===== src/rtl/ctl_tx_pkg.sv =====
package ctl_tx_pkg;
  typedef enum logic [2:0] {
    ST_IDLE  = 3'd0,
    ST_START = 3'd1,
    ST_DATA  = 3'd2,
    ST_EOM   = 3'd3,
    ST_ACK   = 3'd4
  } tx_state_e;

  localparam int unsigned FLAG_N   = 4;
  localparam int unsigned FLG_ACK  = 0;
  localparam int unsigned FLG_UNDR = 1;
  localparam int unsigned FLG_TXE  = 2;
  localparam int unsigned FLG_ARB  = 3;
endpackage


===== src/rtl/ctl_tx_bitgen.sv =====
module ctl_tx_bitgen #(
  parameter int unsigned CNT_W = 8
) (
  input  logic             clk,
  input  logic             rst_n,
  input  logic             tick,
  input  logic             run,
  input  logic [CNT_W-1:0] low_w,
  input  logic [CNT_W-1:0] tot_w,
  input  logic [CNT_W-1:0] samp_w,
  output logic             drive_low,
  output logic             samp_p,
  output logic             end_p
);
  logic [CNT_W-1:0] cnt_q, cnt_d;
  logic [CNT_W:0]   cnt_inc;
  logic             at_end, cnt_en;

  assign cnt_inc = {1'b0, cnt_q} + {{CNT_W{1'b0}}, 1'b1};
  assign at_end  = cnt_inc >= {1'b0, tot_w};
  assign cnt_en  = !run || tick;

  always_comb begin
    if (!run)        cnt_d = '0;
    else if (at_end) cnt_d = '0;
    else             cnt_d = cnt_inc[CNT_W-1:0];
  end

  always_ff @(posedge clk or negedge rst_n) begin
    if (!rst_n)      cnt_q <= '0;
    else if (cnt_en) cnt_q <= cnt_d;
  end

  assign drive_low = run && (cnt_q < low_w);
  assign samp_p    = run && tick && (cnt_q == samp_w);
  assign end_p     = run && tick && at_end;
endmodule


===== src/rtl/ctl_tx_holdbuf.sv =====
module ctl_tx_holdbuf #(
  parameter int unsigned BYTE_W = 8
) (
  input  logic              clk,
  input  logic              rst_n,
  input  logic              load,
  input  logic [BYTE_W-1:0] load_data,
  input  logic              load_eom,
  input  logic              take,
  input  logic              flush,
  output logic              full,
  output logic [BYTE_W-1:0] data,
  output logic              eom
);
  logic full_d, wr_en;

  assign wr_en = load && !full;

  always_comb begin
    full_d = full;
    if (take || flush) full_d = 1'b0;
    else if (wr_en)    full_d = 1'b1;
  end

  always_ff @(posedge clk or negedge rst_n) begin
    if (!rst_n) full <= 1'b0;
    else        full <= full_d;
  end

  always_ff @(posedge clk or negedge rst_n) begin
    if (!rst_n) begin
      data <= '0;
      eom  <= 1'b0;
    end else if (wr_en) begin
      data <= load_data;
      eom  <= load_eom;
    end
  end
endmodule


===== src/rtl/ctl_tx_flags.sv =====
module ctl_tx_flags #(
  parameter int unsigned N = 4
) (
  input  logic         clk,
  input  logic         rst_n,
  input  logic [N-1:0] set,
  input  logic [N-1:0] clr,
  output logic [N-1:0] flags
);
  for (genvar i = 0; i < N; i++) begin : g_flag
    logic nxt, en;
    assign en  = set[i] || clr[i];
    assign nxt = set[i];
    always_ff @(posedge clk or negedge rst_n) begin
      if (!rst_n)  flags[i] <= 1'b0;
      else if (en) flags[i] <= nxt;
    end
  end
endmodule


===== src/rtl/ctl_frame_tx.sv =====
module ctl_frame_tx
  import ctl_tx_pkg::*;
#(
  parameter int unsigned CNT_W  = 8,
  parameter int unsigned BYTE_W = 8
) (
  input  logic              clk,
  input  logic              rst_n,
  input  logic              tick,
  input  logic              start_trig,
  input  logic              direct_addr,
  input  logic [CNT_W-1:0]  cfg_start_low,
  input  logic [CNT_W-1:0]  cfg_start_total,
  input  logic [CNT_W-1:0]  cfg_zero_low,
  input  logic [CNT_W-1:0]  cfg_one_low,
  input  logic [CNT_W-1:0]  cfg_bit_total,
  input  logic [CNT_W-1:0]  cfg_ack_sample,
  input  logic [BYTE_W-1:0] tx_data,
  input  logic              tx_eom,
  input  logic              tx_load,
  output logic              byte_req,
  input  logic              line_in,
  output logic              line_drive_low,
  output logic              tx_busy,
  output logic              ack_bit,
  output logic [3:0]        err_flags,
  input  logic [3:0]        err_clr
);
  localparam int unsigned IDX_W = (BYTE_W > 1) ? $clog2(BYTE_W) : 1;
  localparam logic [IDX_W-1:0] LAST_IDX = IDX_W'(BYTE_W - 1);

  // reset: asserted asynchronously, released through two flops
  logic rst_meta, rst_sync_n;
  always_ff @(posedge clk or negedge rst_n) begin
    if (!rst_n) begin
      rst_meta   <= 1'b0;
      rst_sync_n <= 1'b0;
    end else begin
      rst_meta   <= 1'b1;
      rst_sync_n <= rst_meta;
    end
  end

  tx_state_e         state_q, state_d;
  logic [BYTE_W-1:0] shreg_q, shreg_d;
  logic [IDX_W-1:0]  idx_q, idx_d;
  logic              eom_q, eom_d, first_q, first_d, ack_q, ack_d, ack_en;
  logic              take, flush, abort;
  logic [FLAG_N-1:0] flag_set;
  logic              cur_one, run;
  logic [CNT_W-1:0]  low_sel, tot_sel;
  logic              drv, samp_p, end_p;
  logic              buf_full, buf_eom;
  logic [BYTE_W-1:0] buf_data;

  ctl_tx_holdbuf #(.BYTE_W(BYTE_W)) u_buf (
    .clk(clk), .rst_n(rst_sync_n), .load(tx_load), .load_data(tx_data),
    .load_eom(tx_eom), .take(take), .flush(flush), .full(buf_full),
    .data(buf_data), .eom(buf_eom)
  );

  assign run = (state_q != ST_IDLE);

  // current symbol value and its widths
  always_comb begin
    cur_one = 1'b0;
    low_sel = cfg_start_low;
    tot_sel = cfg_start_total;
    case (state_q)
      ST_DATA: cur_one = shreg_q[BYTE_W-1];
      ST_EOM:  cur_one = eom_q;
      ST_ACK:  cur_one = 1'b1;
      default: cur_one = 1'b0;
    endcase
    if (state_q != ST_START) begin
      low_sel = cur_one ? cfg_one_low : cfg_zero_low;
      tot_sel = cfg_bit_total;
    end
  end

  ctl_tx_bitgen #(.CNT_W(CNT_W)) u_bitgen (
    .clk(clk), .rst_n(rst_sync_n), .tick(tick), .run(run),
    .low_w(low_sel), .tot_w(tot_sel), .samp_w(cfg_ack_sample),
    .drive_low(drv), .samp_p(samp_p), .end_p(end_p)
  );

  // next-state logic
  always_comb begin
    state_d  = state_q;
    shreg_d  = shreg_q;
    idx_d    = idx_q;
    eom_d    = eom_q;
    first_d  = first_q;
    ack_d    = ack_q;
    ack_en   = 1'b0;
    take     = 1'b0;
    flush    = 1'b0;
    abort    = 1'b0;
    flag_set = '0;
    case (state_q)
      ST_IDLE: begin
        if (start_trig) state_d = ST_START;
      end
      ST_START: begin
        if (end_p) begin
          if (buf_full) begin
            take    = 1'b1;
            shreg_d = buf_data;
            eom_d   = buf_eom;
            idx_d   = '0;
            first_d = 1'b1;
            state_d = ST_DATA;
          end else begin
            flag_set[FLG_UNDR] = 1'b1;
            flush   = 1'b1;
            state_d = ST_IDLE;
          end
        end
      end
      ST_DATA, ST_EOM: begin
        if (samp_p && cur_one && !line_in) begin
          abort = 1'b1;
          if (first_q) flag_set[FLG_ARB] = 1'b1;
          else         flag_set[FLG_TXE] = 1'b1;
          flush   = 1'b1;
          state_d = ST_IDLE;
        end
        if (end_p && !abort) begin
          if (state_q == ST_EOM) begin
            state_d = ST_ACK;
          end else begin
            shreg_d = {shreg_q[BYTE_W-2:0], 1'b0};
            idx_d   = idx_q + 1'b1;
            if (idx_q == LAST_IDX) state_d = ST_EOM;
          end
        end
      end
      ST_ACK: begin
        if (samp_p) begin
          ack_en = 1'b1;
          ack_d  = line_in;
          if (direct_addr ? line_in : !line_in) begin
            abort = 1'b1;
            flag_set[FLG_ACK] = 1'b1;
            flush   = 1'b1;
            state_d = ST_IDLE;
          end
        end
        if (end_p && !abort) begin
          if (eom_q) begin
            state_d = ST_IDLE;
          end else if (buf_full) begin
            take    = 1'b1;
            shreg_d = buf_data;
            eom_d   = buf_eom;
            idx_d   = '0;
            first_d = 1'b0;
            state_d = ST_DATA;
          end else begin
            flag_set[FLG_UNDR] = 1'b1;
            flush   = 1'b1;
            state_d = ST_IDLE;
          end
        end
      end
      default: state_d = ST_IDLE;
    endcase
  end

  // registers
  always_ff @(posedge clk or negedge rst_sync_n) begin
    if (!rst_sync_n) begin
      state_q <= ST_IDLE;
      shreg_q <= '0;
      idx_q   <= '0;
      eom_q   <= 1'b0;
      first_q <= 1'b0;
    end else begin
      state_q <= state_d;
      shreg_q <= shreg_d;
      idx_q   <= idx_d;
      eom_q   <= eom_d;
      first_q <= first_d;
    end
  end

  always_ff @(posedge clk or negedge rst_sync_n) begin
    if (!rst_sync_n)  ack_q <= 1'b0;
    else if (ack_en)  ack_q <= ack_d;
  end

  ctl_tx_flags #(.N(FLAG_N)) u_flags (
    .clk(clk), .rst_n(rst_sync_n), .set(flag_set), .clr(err_clr), .flags(err_flags)
  );

  assign line_drive_low = drv;
  assign tx_busy        = run;
  assign ack_bit        = ack_q;
  assign byte_req       = !buf_full;
endmodule


===== config.mk =====
export PLATFORM = sky130hd
export DESIGN_NAME = ctl_frame_tx
export DESIGN_NICKNAME = d
export VERILOG_FILES = /design/src/rtl/ctl_tx_pkg.sv /design/src/rtl/ctl_tx_bitgen.sv /design/src/rtl/ctl_tx_holdbuf.sv /design/src/rtl/ctl_tx_flags.sv /design/src/rtl/ctl_frame_tx.sv
export SDC_FILE = /design/constraint.sdc
export NUM_CORES = 1
export LEC_CHECK = 0
export BUFFER_PORTS_ARGS = -buffer_cell sky130_fd_sc_hd__buf_2
export CAP_MARGIN = 15
export CORE_AREA = 2 2 81 83
export DETAILED_ROUTE_END_ITERATION = 6
export DIE_AREA = 0 0 83 85
export PLACE_DENSITY = 0.77
export SETUP_SLACK_MARGIN = 0.2
export SYNTH_ARGS = -nofsm -noshare
export SYNTH_HDL_FRONTEND = slang
export SYNTH_SLANG_ARGS = --single-unit

===== constraint.sdc =====
create_clock -name clk -period 3 [get_ports clk]
set_clock_uncertainty 0.05 [all_clocks]
set_input_delay 0.45 -clock clk [delete_from_list [all_inputs] [get_ports clk]]
set_output_delay 0.45 -clock clk [all_outputs]
set_load 0.02 [all_outputs]

Word-level counts from Yosys, hierarchy flattened
Cells that the tools add are included.
Widths: inputs -> output; s select.
{ "classes": {"n_addsub": 2, "order_cmp": 2, "eq_ne": 17, "n_mux": 73, "n_reduce_logical": 31} }
{ "ops": {"columns": ["operator", "count"], "rows": [
  ["$mux 8", 11],
  ["$mux 3", 16],
  ["$mux 1", 34],
  ["$pmux 8 s3", 1],
  ["$ne 2x2->1 const B", 6],
  ["$pmux 3 s4", 1],
  ["$reduce_and 6->1", 2],
  ["$add 8x1->9 const B", 1],
  ["$ge 9x8->1", 1],
  ["$logic_and 1x1->1", 9],
  ["$pmux 3 s3", 1],
  ["$eq 8x8->1", 1],
  ["$lt 8x8->1", 1],
  ["$pmux 1 s2", 4],
  ["$reduce_and 4->1", 2],
  ["$eq 3x2->1 const B", 2],
  ["$eq 3x3->1 const B", 2],
  ["$logic_or 1x1->1", 6],
  ["$mux 2", 3],
  ["$ne 3x3->1 const B", 2],
  ["$pmux 1 s3", 2],
  ["$reduce_bool 3->1", 2],
  ["$logic_not 1->1", 5],
  ["$ne 2x1->1 const B", 2],
  ["7 further kinds", 8]
]} }
{ "word_totals": {"regBits": 41, "inputBits": 68, "output_inout_bits": 8, "wordCells": 141} }

Depth between registers and ports, before layout
{ "depth": {"word_depth": 11, "mapped_depth": 13, "depth_no_buf": 11} }

By module
From an unflattened synthesis, not the netlist that was laid out.
{ "unflattened": {"cells_unflattened": 327, "area_unflattened_um2": 3060.4} }
{ "by_module_without_submodules": {"columns": ["module", "instances", "cells_each", "area_each_um2", "seq_area_each_um2"], "rows": [
  ["ctl_frame_tx", 1, 167, 1460.2, 475.5],
  ["ctl_tx_bitgen", 1, 125, 1036.0, 200.2],
  ["ctl_tx_holdbuf", 1, 23, 419.2, 250.2],
  ["ctl_tx_flags", 1, 12, 145.1, 100.1]
]} }

Worst setup path before layout
Ideal clock, no wire load.
{ "synth_timing": {"path_kind": "flip-flop to flip-flop", "start": "register state_q[0]", "end": "register idx_q[0]", "setup_time_ps": 125, "arrival_time_ps": 3131, "required_ps": 2825, "setup_slack_ps": -306, "stages_incl_launch_ff": 14, "n_path_buf": 3, "period_less_slack_ps": 3306, "path_cell_list": "dfrtp_1 buf_2 nand2b_1 nor2_1 buf_2 mux2i_1 ha_1 nand3_1 a21boi_0 a311o_1 o21ai_2 a2111oi_4 buf_6 mux2_4"} }
{ "synth_via": {"elab_chain_cells": 11, "word_cells_on_any_way": 31, "cone_classes": "order compare (1); eq/ne (10); mux (7); reduce/logical (13)"} }
{ "synth_rtl": {"columns": ["element", "line_no", "text"], "rows": [
  ["start, declared", "ctl_frame_tx.sv:44", "tx_state_e state_q, state_d;"],
  ["start signal, assigned", "ctl_frame_tx.sv:179", "state_q <= state_d;"],
  ["branches (longest 11 deep; another with $ge 9x8->1)", null, null],
  ["end signal, assigned", "ctl_frame_tx.sv:181", "idx_q <= idx_d;"],
  ["end, declared", "ctl_frame_tx.sv:46", "logic [IDX_W-1:0] idx_q, idx_d;"]
]} }
Several ways; the timed one is not identified. The select of a mux whose other input is x is not followed.
A chain may end at the register's enable or synchronous reset.

Worst setup path after layout
{ "layout_timing": {"start": "register state_q[1]", "end": "output port line_drive_low"} }
{ "layout_via": {"elab_chain_cells": 6, "word_cells_on_any_way": 10, "cone_classes": "order compare (1); eq/ne (4); mux (3); reduce/logical (2)"} }
{ "layout_rtl": {"columns": ["element", "line_no", "text"], "rows": [
  ["$eq 3x3->1 or $eq 3x2->1 (tied branches)", "ctl_frame_tx.sv:69", "case (state_q)"],
  ["$pmux 1 s3", "ctl_frame_tx.sv:69", null],
  ["$mux 8", "ctl_frame_tx.sv:76", "low_sel = cur_one ? cfg_one_low : cfg_zero_low;"],
  ["$mux 8", "ctl_frame_tx.sv:75", "if (state_q != ST_START) begin"],
  ["$lt 8x8->1", "ctl_tx_bitgen.sv:34", "assign drive_low = run && (cnt_q < low_w);"],
  ["$logic_and 1x1->1 (*)", "ctl_tx_bitgen.sv:34", null],
  ["end, declared", "ctl_frame_tx.sv:23", "output logic line_drive_low,"]
]} }
Mark *: on every way between the ends. The rest lies on a longest branch, timed or not.

==> flow_metrics.py <==
metrics = {
    "outcome": {
        "status": "complete, but fails checks",
        "violations": "negative setup slack",
    },
    "floorplanning": {
        "dieArea_um2": 7060,
        "coreArea_um2": 6200,
        "rows": 29,
        "die_h_um": 85,
        "pin_count": 76,
        "initial_utilization": 0.464,
        "die_w_um": 83,
    },
    "logic_synthesis": {
        "seq_area_frac_synth": 0.357,
        "synth.avg_cell_area_um2": 9.85,
        "synthXorXnorAreaFrac": 0.0513,
        "synth-main-ff-cell": "dfrtp_1",
        "synth_area_leaders": "dfrtp_1, ha_1, mux2i_1, mux2_2, nand2_1",
        "yosysUniqueCellTypes": 57,
        "synthesis.instances": 292,
        "synth_nets": 378,
        "yosysTopAreaCellShare": 0.357,
        "async_reset_ff_frac": 1.00,
        "synth_area_leader_cell": "dfrtp_1",
        "syn_area_um2": 2880,
        "synth_most_common_cell": "dfrtp_1",
        "ys_top_cells_by_count": "dfrtp_1, nand2_1, nor2_1, mux2i_1, ha_1",
        "synth_edf_count": 0,
        "synthSimpleGateAreaFrac": 0.162,
        "synth_top_family_by_area": "simple AND/OR/NAND/NOR gates",
        "ys_warn_count": 0,
        "synth_seq_cells": 41,
        "muxShareOfSynthArea": 0.154,
        "synthAdderAreaFrac": 0.0783,
        "synth_compound_area_frac": 0.149,
    },
    "cells_and_area": {
        "finalNetCount": 498,
        "multi_input_comb_area_um2": 1880,
        "areaGrowthSynthToFinish_pct": 39.1,
        "nFillCells": 499,
        "fin_area_um2": 4000,
        "fin_util": 0.645,
        "antennaDiodeCount": 0,
        "seqCellArea_um2": 1030,
        "drive_gt1_frac": 0.443,
    },
    "worst_setup_path": {
        "worstPathCellList": "nor3b_4, o21bai_4, buf_6, mux2i_1, nor2_1, a21oi_1, ha_1, and4_4, a2111o_1, a31oi_4, buf_6",
        "worstSetupPathType": "reg -> out",
        "cp.required_ns": 2.50,
        "worst_path_most_repeated_cell": "buf_6",
        "crit_arrival_ns": 2.77,
        "worst_setup_path_start_kind": "register",
        "cpPeakStageDelay_ns": 0.45,
        "crit_path_end_kind": "primary output",
        "slowest_stage": "dfrtp_2",
        "critical_path_peak_fanout": 6,
    },
    "grt": {
        "grt_start_max_net_pins": 32,
        "grt_antenna_before_repair": 0,
        "grt_overflow": 0,
        "first_global_vias": 2788,
        "globalRouteTotalUtil": 0.212,
        "grt_pass1_wl_um": 12400,
    },
    "cts": {
        "path_clk_slew_ns": 0.08,
        "cts_buffer_depth": 2,
        "clk_latency_ns": 0.29,
        "clkSinkCount": 41,
        "tritoncts": "done",
        "root_buffer": "clkbuf_8",
        "htreeDepth": 2,
        "numCtsBuffers": 5,
    },
    "drt": {
        "drcViolationCount": 0,
        "drtAntennaViolNets": 0,
        "first_iter_violations": 162,
        "drt_wl_total_um": 7360,
        "wl_per_cell_um": 15.0,
        "first_pass_iters": 4,
        "via_count": 2621,
        "vias_per_cell": 5.35,
    },
    "sta": {
        "finalWorstSetupSlack_ns": -0.268,
        "period_share": 1.09,
        "fmax_ghz": 0.306,
        "tightest_slew_ns": 1.09,
        "layout_min_cycle_time_ns": 3.27,
        "slew_viol_final": 0,
        "relSlewSlack": 0.265,
        "finalSetupViolCount": 10,
        "finalHoldViolations": 0,
        "rsz0062_at_grt": "yes",
    },
    "placed_design": {
        "placed_area_um2": 3570,
        "gp_congestion": 0.896,
        "hpwlAfterDp_um": 5310,
        "port_buffers": 75,
    },
    "run": {
        "cap_violations": 0,
    },
    "power_and_ir_drop": {
        "p_leak_nw": 1.95,
        "power_mw": 2.70,
        "cellPowerDensity_nw_per_um2": 675,
        "ir_drop_v": 0.000371,
    },
    "min_path": {
        "hp-class": "reg -> async",
    },
}
cell families (layout without fill, tap and decap cells):
family / after synthesis / in the layout
AO/OA/AOI/OAI: 57 / 57
XOR/XNOR: 16 / 16
adder cells (fa/ha/maj): 18 / 18
buffers and inverters: 26 / 147
flip-flops: 41 / 41
multiplexers: 39 / 39
other: 1 / 1
AND/OR/NAND/NOR: 94 / 94
layer usage:
layer	global-route usage	vias up	routed length, um
met1	0.255	1252	3090
met3	0.0447	24	351
li1	-	1274	-
met5	0	-	0
met2	0.368	71	3710
met4	0.0924	0	211
area by class of cell:
class | instances | share of cell area
clock inverter | 3 | 0.0172
clock buffer | 5 | 0.0172
inverter | 13 | 0.0122
tap | 77 | 0.0241
multi-input combinational | 225 | 0.469
sequential | 41 | 0.257
timing repair buffer | 126 | 0.204
where the power goes:
| part | switching, mW | internal (mW) |
|---|---|---|
| registers | 0.0995 | 0.708 |
| logic | 0.662 | 0.694 |
| clock network | 0.203 | 0.335 |
repair_timing:
item                       CTS  global route
hold endpoints to repair     2             0
hold buffers                 1             0
gates resized for setup     37             7
pin swaps                   15             8
gates cloned                 1             0
buffers inserted            10             3
setup endpoints to repair   26            27
final timing paths:
path,start,end,slack (ns),depth (start not counted)
max,state_q[1],line_drive_low,-0.27,11
min,rst_sync_n,u_bitgen.cnt_q[1],0.09,0
max reg2reg,state_q[1],idx_q[0],-0.04,13
min reg2reg,rst_sync_n,u_bitgen.cnt_q[1],0.09,0
max in group asynchronous,rst_sync_n,state_q[0],2.07,1
min in group clk,err_clr[2],u_flags.flags[2],0.29,2
cell usage in the layout (no fill, tap or decap), drive strengths merged, types with 2 or more instances in the layout:
cell	netlist	layout
o31ai	2	2
a2111oi	2	2
nor4	2	2
buf	9	125
nand2b	3	3
a22o	7	7
dfrtp	41	41
clkbuf	4	5
xor2	2	2
or3	2	2
ha	18	18
nand2	35	35
bufinv	0	2
nand4	4	4
inv	13	14
nor3	6	6
o21bai	3	3
a21o	2	2
xnor2	14	14
nand3	7	7
mux2i	19	19
mux2	20	20
and2	3	3
nor3b	2	2
o21ai	11	11
nor2	21	21
o31a	3	3
o22ai	3	3
nor2b	3	3
a21oi	15	15
per-stage QoR:
step | setup TNS [ns] | setup WS [ns] | hold WS, ns | instances
2_1_floorplan | 0 | 0.0641 | 0.104 | 292
3_3_place_gp | -0.0307 | -0.0307 | 0.0954 | 467
3_5_place_dp | -0.136 | -0.112 | 0.0972 | 467
4_1_cts | -0.276 | -0.276 | 0.101 | 487
5_1_grt | -3.52 | -0.403 | 0.125 | 490
6_report | -0.436 | -0.268 | 0.0913 | 490
worst max-delay path: cells and delay by family (launching register included):
family	cells	cell delay (ns)
buf+inv	2	0.29
compound gates	4	0.84
flops	1	0.45
mux	1	0.18
fa+ha+maj	1	0.25
simple gates	3	0.46
flip-flops by register name, indices dropped and copies added (netlist names):
signal	count
u_buf.data	8
rst_sync_n	1
u_buf.eom	1
idx_q	3
state_q	3
first_q	1
shreg_q	8
u_flags.flags	4
u_bitgen.cnt_q	8
eom_q	1
rst_meta	1
ack_bit	1
u_buf.full	1
Note: power is estimated with default switching activity, not from simulation.
